**src/rtl/tpoll_pkg.sv**
```systemverilog
package tpoll_pkg;

  typedef enum logic [2:0] {
    ST_IDLE  = 3'd0,
    ST_RD_A  = 3'd1,
    ST_RD_B  = 3'd2,
    ST_RE_A  = 3'd3,
    ST_RE_B  = 3'd4,
    ST_CMD   = 3'd5
  } tpoll_state_e;

  localparam int unsigned TPOLL_DATA_W = 8;

endpackage

```
**src/rtl/tpoll_status_eval.sv**
```systemverilog
module tpoll_status_eval #(
  parameter int DATA_W      = 8,
  parameter int TOGGLE_BIT  = 6,
  parameter int TIMEOUT_BIT = 5
) (
  input  logic [DATA_W-1:0] rdata_i,
  input  logic              ref_bit_i,
  output logic              toggled_o,
  output logic              timed_out_o
);

  // Toggle detection against the bit captured from the previous read
  always_comb begin
    toggled_o   = rdata_i[TOGGLE_BIT] ^ ref_bit_i;
    timed_out_o = rdata_i[TIMEOUT_BIT];
  end

endmodule

```
**src/rtl/tpoll_bus_drv.sv**
```systemverilog
module tpoll_bus_drv
  import tpoll_pkg::*;
#(
  parameter int                 ADDR_W    = 16,
  parameter logic [ADDR_W-1:0]  POLL_ADDR = '0,
  parameter logic [7:0]         RESET_CMD = 8'hF0
) (
  input  tpoll_state_e      state_i,
  output logic              req_o,
  output logic              we_o,
  output logic [ADDR_W-1:0] addr_o,
  output logic [7:0]        wdata_o
);

  // Bus outputs decode directly from the registered state
  always_comb begin
    req_o   = 1'b0;
    we_o    = 1'b0;
    addr_o  = POLL_ADDR;
    wdata_o = '0;
    unique case (state_i)
      ST_RD_A, ST_RD_B, ST_RE_A, ST_RE_B: req_o = 1'b1;
      ST_CMD: begin
        req_o   = 1'b1;
        we_o    = 1'b1;
        wdata_o = RESET_CMD;
      end
      default: req_o = 1'b0;
    endcase
  end

endmodule

```
**src/rtl/tpoll_result_reg.sv**
```systemverilog
module tpoll_result_reg (
  input  logic clk,
  input  logic rst_n,
  input  logic fin_en_i,
  input  logic fin_pass_i,
  output logic done_o,
  output logic pass_o
);

  logic done_d, pass_d;

  always_comb begin
    done_d = fin_en_i;
    pass_d = fin_en_i ? fin_pass_i : pass_o;
  end

  always_ff @(posedge clk or negedge rst_n) begin
    if (!rst_n) begin
      done_o <= 1'b0;
      pass_o <= 1'b0;
    end else begin
      done_o <= done_d;
      pass_o <= pass_d;
    end
  end

  // completion strobe never spans two cycles
  p_done_pulse_r8: assert property (@(posedge clk) disable iff (!rst_n)
    done_o |=> !done_o);

  // outcome flag only moves together with the strobe
  p_pass_hold_r8: assert property (@(posedge clk) disable iff (!rst_n)
    !done_o |-> $stable(pass_o));

endmodule

```
**src/rtl/toggle_poll_ctrl.sv**
```systemverilog
module toggle_poll_ctrl
  import tpoll_pkg::*;
#(
  parameter int                 ADDR_W      = 16,
  parameter logic [ADDR_W-1:0]  POLL_ADDR   = '0,
  parameter logic [7:0]         RESET_CMD   = 8'hF0,
  parameter int                 TOGGLE_BIT  = 6,
  parameter int                 TIMEOUT_BIT = 5
) (
  input  logic              clk,
  input  logic              rst_n,
  input  logic              start_i,
  output logic              busy_o,
  output logic              done_o,
  output logic              pass_o,
  output logic              mem_req_o,
  output logic              mem_we_o,
  output logic [ADDR_W-1:0] mem_addr_o,
  output logic [7:0]        mem_wdata_o,
  input  logic              mem_ack_i,
  input  logic [7:0]        mem_rdata_i
);

  localparam int DATA_W = TPOLL_DATA_W;

  tpoll_state_e state_q, state_d;
  logic         ref_q, ref_en;
  logic         toggled, timed_out;
  logic         fin_en, fin_pass;

  tpoll_status_eval #(
    .DATA_W     (DATA_W),
    .TOGGLE_BIT (TOGGLE_BIT),
    .TIMEOUT_BIT(TIMEOUT_BIT)
  ) i_eval (
    .rdata_i    (mem_rdata_i),
    .ref_bit_i  (ref_q),
    .toggled_o  (toggled),
    .timed_out_o(timed_out)
  );

  tpoll_bus_drv #(
    .ADDR_W   (ADDR_W),
    .POLL_ADDR(POLL_ADDR),
    .RESET_CMD(RESET_CMD)
  ) i_bus (
    .state_i(state_q),
    .req_o  (mem_req_o),
    .we_o   (mem_we_o),
    .addr_o (mem_addr_o),
    .wdata_o(mem_wdata_o)
  );

  tpoll_result_reg i_res (
    .clk       (clk),
    .rst_n     (rst_n),
    .fin_en_i  (fin_en),
    .fin_pass_i(fin_pass),
    .done_o    (done_o),
    .pass_o    (pass_o)
  );

  // Next-state logic
  always_comb begin
    state_d  = state_q;
    ref_en   = 1'b0;
    fin_en   = 1'b0;
    fin_pass = 1'b0;
    unique case (state_q)
      ST_IDLE: if (start_i) state_d = ST_RD_A;
      ST_RD_A: if (mem_ack_i) begin
        ref_en  = 1'b1;
        state_d = ST_RD_B;
      end
      ST_RD_B: if (mem_ack_i) begin
        if (!toggled) begin
          fin_en   = 1'b1;
          fin_pass = 1'b1;
          state_d  = ST_IDLE;
        end else if (timed_out) begin
          state_d = ST_RE_A;
        end else begin
          state_d = ST_RD_A;
        end
      end
      ST_RE_A: if (mem_ack_i) begin
        ref_en  = 1'b1;
        state_d = ST_RE_B;
      end
      ST_RE_B: if (mem_ack_i) begin
        if (!toggled) begin
          fin_en   = 1'b1;
          fin_pass = 1'b1;
          state_d  = ST_IDLE;
        end else begin
          state_d = ST_CMD;
        end
      end
      ST_CMD: if (mem_ack_i) begin
        fin_en   = 1'b1;
        fin_pass = 1'b0;
        state_d  = ST_IDLE;
      end
      default: state_d = ST_IDLE;
    endcase
  end

  // State register
  always_ff @(posedge clk or negedge rst_n) begin
    if (!rst_n) state_q <= ST_IDLE;
    else        state_q <= state_d;
  end

  // Reference toggle bit, loaded on the first read of each pair
  always_ff @(posedge clk or negedge rst_n) begin
    if (!rst_n)      ref_q <= 1'b0;
    else if (ref_en) ref_q <= mem_rdata_i[TOGGLE_BIT];
  end

  always_comb busy_o = (state_q != ST_IDLE);

  // a pending transfer is held steady until acknowledged
  p_req_hold_r3: assert property (@(posedge clk) disable iff (!rst_n)
    mem_req_o && !mem_ack_i |=> mem_req_o && $stable(mem_we_o));

  // an accepted start turns into a read request
  p_start_read_r2: assert property (@(posedge clk) disable iff (!rst_n)
    !busy_o && start_i |=> mem_req_o && !mem_we_o);

  // a failing result follows an acknowledged write
  p_fail_after_write_r7: assert property (@(posedge clk) disable iff (!rst_n)
    done_o && !pass_o |-> $past(mem_req_o && mem_we_o && mem_ack_i));

  // a passing result follows an acknowledged read
  p_pass_after_read_r4: assert property (@(posedge clk) disable iff (!rst_n)
    done_o && pass_o |-> $past(mem_req_o && !mem_we_o && mem_ack_i));

  // without an acknowledge a busy poll stays busy whatever start does
  p_busy_keeps_r9: assert property (@(posedge clk) disable iff (!rst_n)
    busy_o && !mem_ack_i |=> busy_o);

endmodule

```
**config.mk**
```make
export PLATFORM = sky130hd
export DESIGN_NAME = toggle_poll_ctrl
export DESIGN_NICKNAME = d
export VERILOG_FILES = /design/src/rtl/tpoll_pkg.sv /design/src/rtl/tpoll_status_eval.sv /design/src/rtl/tpoll_bus_drv.sv /design/src/rtl/tpoll_result_reg.sv /design/src/rtl/toggle_poll_ctrl.sv
export SDC_FILE = /design/constraint.sdc
export NUM_CORES = 1
export LEC_CHECK = 0
export ABC_AREA = 0
export BUFFER_PORTS_ARGS = -buffer_cell sky130_fd_sc_hd__buf_2
export CELL_PAD_IN_SITES_DETAIL_PLACEMENT = 0
export CELL_PAD_IN_SITES_GLOBAL_PLACEMENT = 1
export CORE_MARGIN = 4
export CORE_UTILIZATION = 23
export CTS_CLUSTER_SIZE = 20
export DETAILED_ROUTE_END_ITERATION = 8
export MAX_ROUTING_LAYER = met4
export PLACE_DENSITY_LB_ADDON = 0.1
export SYNTH_ARGS = -nofsm -noshare
export SYNTH_HDL_FRONTEND = slang
export SYNTH_SLANG_ARGS = --single-unit
export TNS_END_PERCENT = 1
```
**constraint.sdc**
```tcl
create_clock -name clk -period 1.1 [get_ports clk]
set_input_delay 0.055 -clock clk [delete_from_list [all_inputs] [get_ports clk]]
set_output_delay 0.055 -clock clk [all_outputs]
set_load 0.02 [all_outputs]
```
==> qor.yml <==
final.period_utilization_pct: 125
synthCells: 62
netlist_area_um2: 539
cp_top_family: "flip-flops"
cp_max_fo: 3
power_mw: 1.94
maxCapViolCount: 0
pin_count: 41
syn_area_per_cell_um2: 8.70
antenna_cells: 0
cellPowerDensity_mw_per_mm2: 2810
ant_nets: 0
fill_cells: 235
synth.distinct_cells: 27
post-dp-hpwl_um: 967
yosysMostFrequentCell: "buf_4"
grt_overflow_total: 0
slowest_delay_ns: 0.41
start_util_pct: 24.4
clkSinkCount: 6
grt_setup_unrepaired: "true"
fmax_mhz: 725
grt_pass1_vias: 417
die_h_um: 56.4
cts-root-buf: "clkbuf_4"
worstSetupStartpointType: "flip-flop"
hold-worst-slack_ns: 0.106
dp_slack_ns: -0.168
path_class: "flip-flop to output pin"
clkTransAtPathRegs_ns: 0.05
drc: 0
nets: 100
vias: 444
port_buffers: 14
leakagePower_nw: 0.357
layout_min_cycle_time_ns: 1.38
end_kind: "output pin"
die-area_mm2: 0.00318
ys_seq_area_share_pct: 27.8
clk_latency_ns: 0.25
max-vdd-ir-drop_v: 0.00109
h-tree-depth: 1
ff_latch_area_um2: 154
firstDrtPassIters: 2
dr.first_iter.drc_count: 4
synth_top_area_share_pct: 33.4
required_ns: 1.04
syn_to_final_growth_pct: 28.3
numCtsBuffers: 3
grtUsageTotal_pct: 8.12
dieWidth_um: 56.4
min_path_type: "primary input to flip-flop"
gp_congestion: 0.764
fin_tns_setup_ns: -1.90
grt_max_degree: 9
drive_gt1_share_pct: 50.0
ys.flop_type: "dfrtp_1"
r2r_slack_ns: -0.18
synthTopCellsByCount: "24 x buf_4, 6 x dfrtp_1, 3 x inv_2, 3 x nor3_1"
multi_input_area_um2: 284
ys_async_sr_fraction_pct: 100
synth_seq_cells: 6
setup_violations: 11
run_status: "finished, violations left"
synth_warnings: 0
hold_viol_final: 0
vias_per_cell: 3.89
cp.arrival_ns: 1.32
routed_wl_mm: 1.20
routedWlPerCell_um: 10.5
path_cells: "or3_4 -> a21boi_1 -> buf_2"
cts_tree: "yes"
final.setup.worst_slack_ns: -0.279
critPathBufInv: 1
antenna_found_initial: 0
netlist_top_cells_area: "buf_4 33%, dfrtp_1 28%, nor3_1 2.8%"
crit_slowest_cell: "dfrtp_2"
clk_path_buf_depth: 2
placementRows: 17
finalMaxSlewViolations: 0
failed_checks: "negative setup slack"
finClkSkew_ns: 0.00457
coreArea_mm2: 0.00221
grt_pass1_wl_mm: 1.89
synth_top_area_cell: "buf_4"
synth_edf_count: 0
-- registers in the layout, summed over array words and instances, names as in the netlist --
| signal | cells |
|---|---|
| state_q | 3 |
| i_res.done_o | 1 |
| i_res.pass_o | 1 |
| ref_q | 1 |
-- logic make-up after synthesis --
group	Yosys count	share of synthesized area, %
xor gates and xnor gates	2	3.25
buffers and inverters	30	39.9
other	1	0.695
DFF	6	27.8
and+or+nand+nor	11	10.9
AOI/OAI and AO/OA	11	15.3
muxes	1	2.09
-- final cells by class --
| class | count | share of cell area (%) |
|---|---|---|
| Sequential cell | 6 | 22.2 |
| Inverter | 3 | 1.63 |
| Timing Repair Buffer | 29 | 26.8 |
| Clock buffer | 3 | 3.25 |
| Tap cell | 28 | 5.06 |
| Multi-Input combinational cell | 45 | 41.0 |
-- routing by layer --
metal / global-route usage, % / up-vias / routed length [µm]
met4: 3.05 / 0 / 16
met3: 4.14 / 2 / 115
met5: - / - / 0
li1: - / 219 / -
met2: 12.2 / 21 / 590
met1: 9.15 / 202 / 476
-- stage by stage --
stage / area (µm²) / std cells / utilization (%)
global placement: 626 / 108 / 28.3
detailed placement: 626 / 108 / 28.3
floorplan: 634 / 81 / -
CTS: 687 / 114 / 31.1
finish: 692 / 114 / 31.3
global route: 692 / 114 / 31.3
-- layout by cell type, fill, tap and decap left out, types with 2 or more instances in the layout --
cell type	synthesis	layout
conb_1	1	20
buf_2	1	14
buf_4	24	14
inv_2	3	3
clkbuf_4	1	3
dfrtp_1	6	3
dfrtp_2	0	3
nor2_1	2	2
a31oi_1	2	2
a21oi_1	2	2
-- what timing repair did --
action / CTS / global route
hold endpoints to repair: 6 / 0
setup endpoints to repair: 12 / 13
setup buffers: 2 / 0
hold buffers: 1 / 0
resized for setup: 5 / 1
-- final timing paths --
path / start / end / depth (start not counted)
max: state_q[1] / mem_req_o / 3
min: mem_rdata_i[6] / ref_q / 2
max reg2reg: state_q[1] / i_res.pass_o / 4
min reg2reg: i_res.pass_o / i_res.pass_o / 1
max in group asynchronous: rst_n / state_q[2] / 2
min in group asynchronous: rst_n / state_q[1] / 2
-- where the power goes --
group          internal [mW]  switching [mW]  total [mW]
Combinational          0.614           0.667        1.28
Clock                  0.124          0.0860       0.210
Sequential             0.333           0.118       0.451
Total                   1.07           0.871        1.94
(Power assumes the default switching activity.)
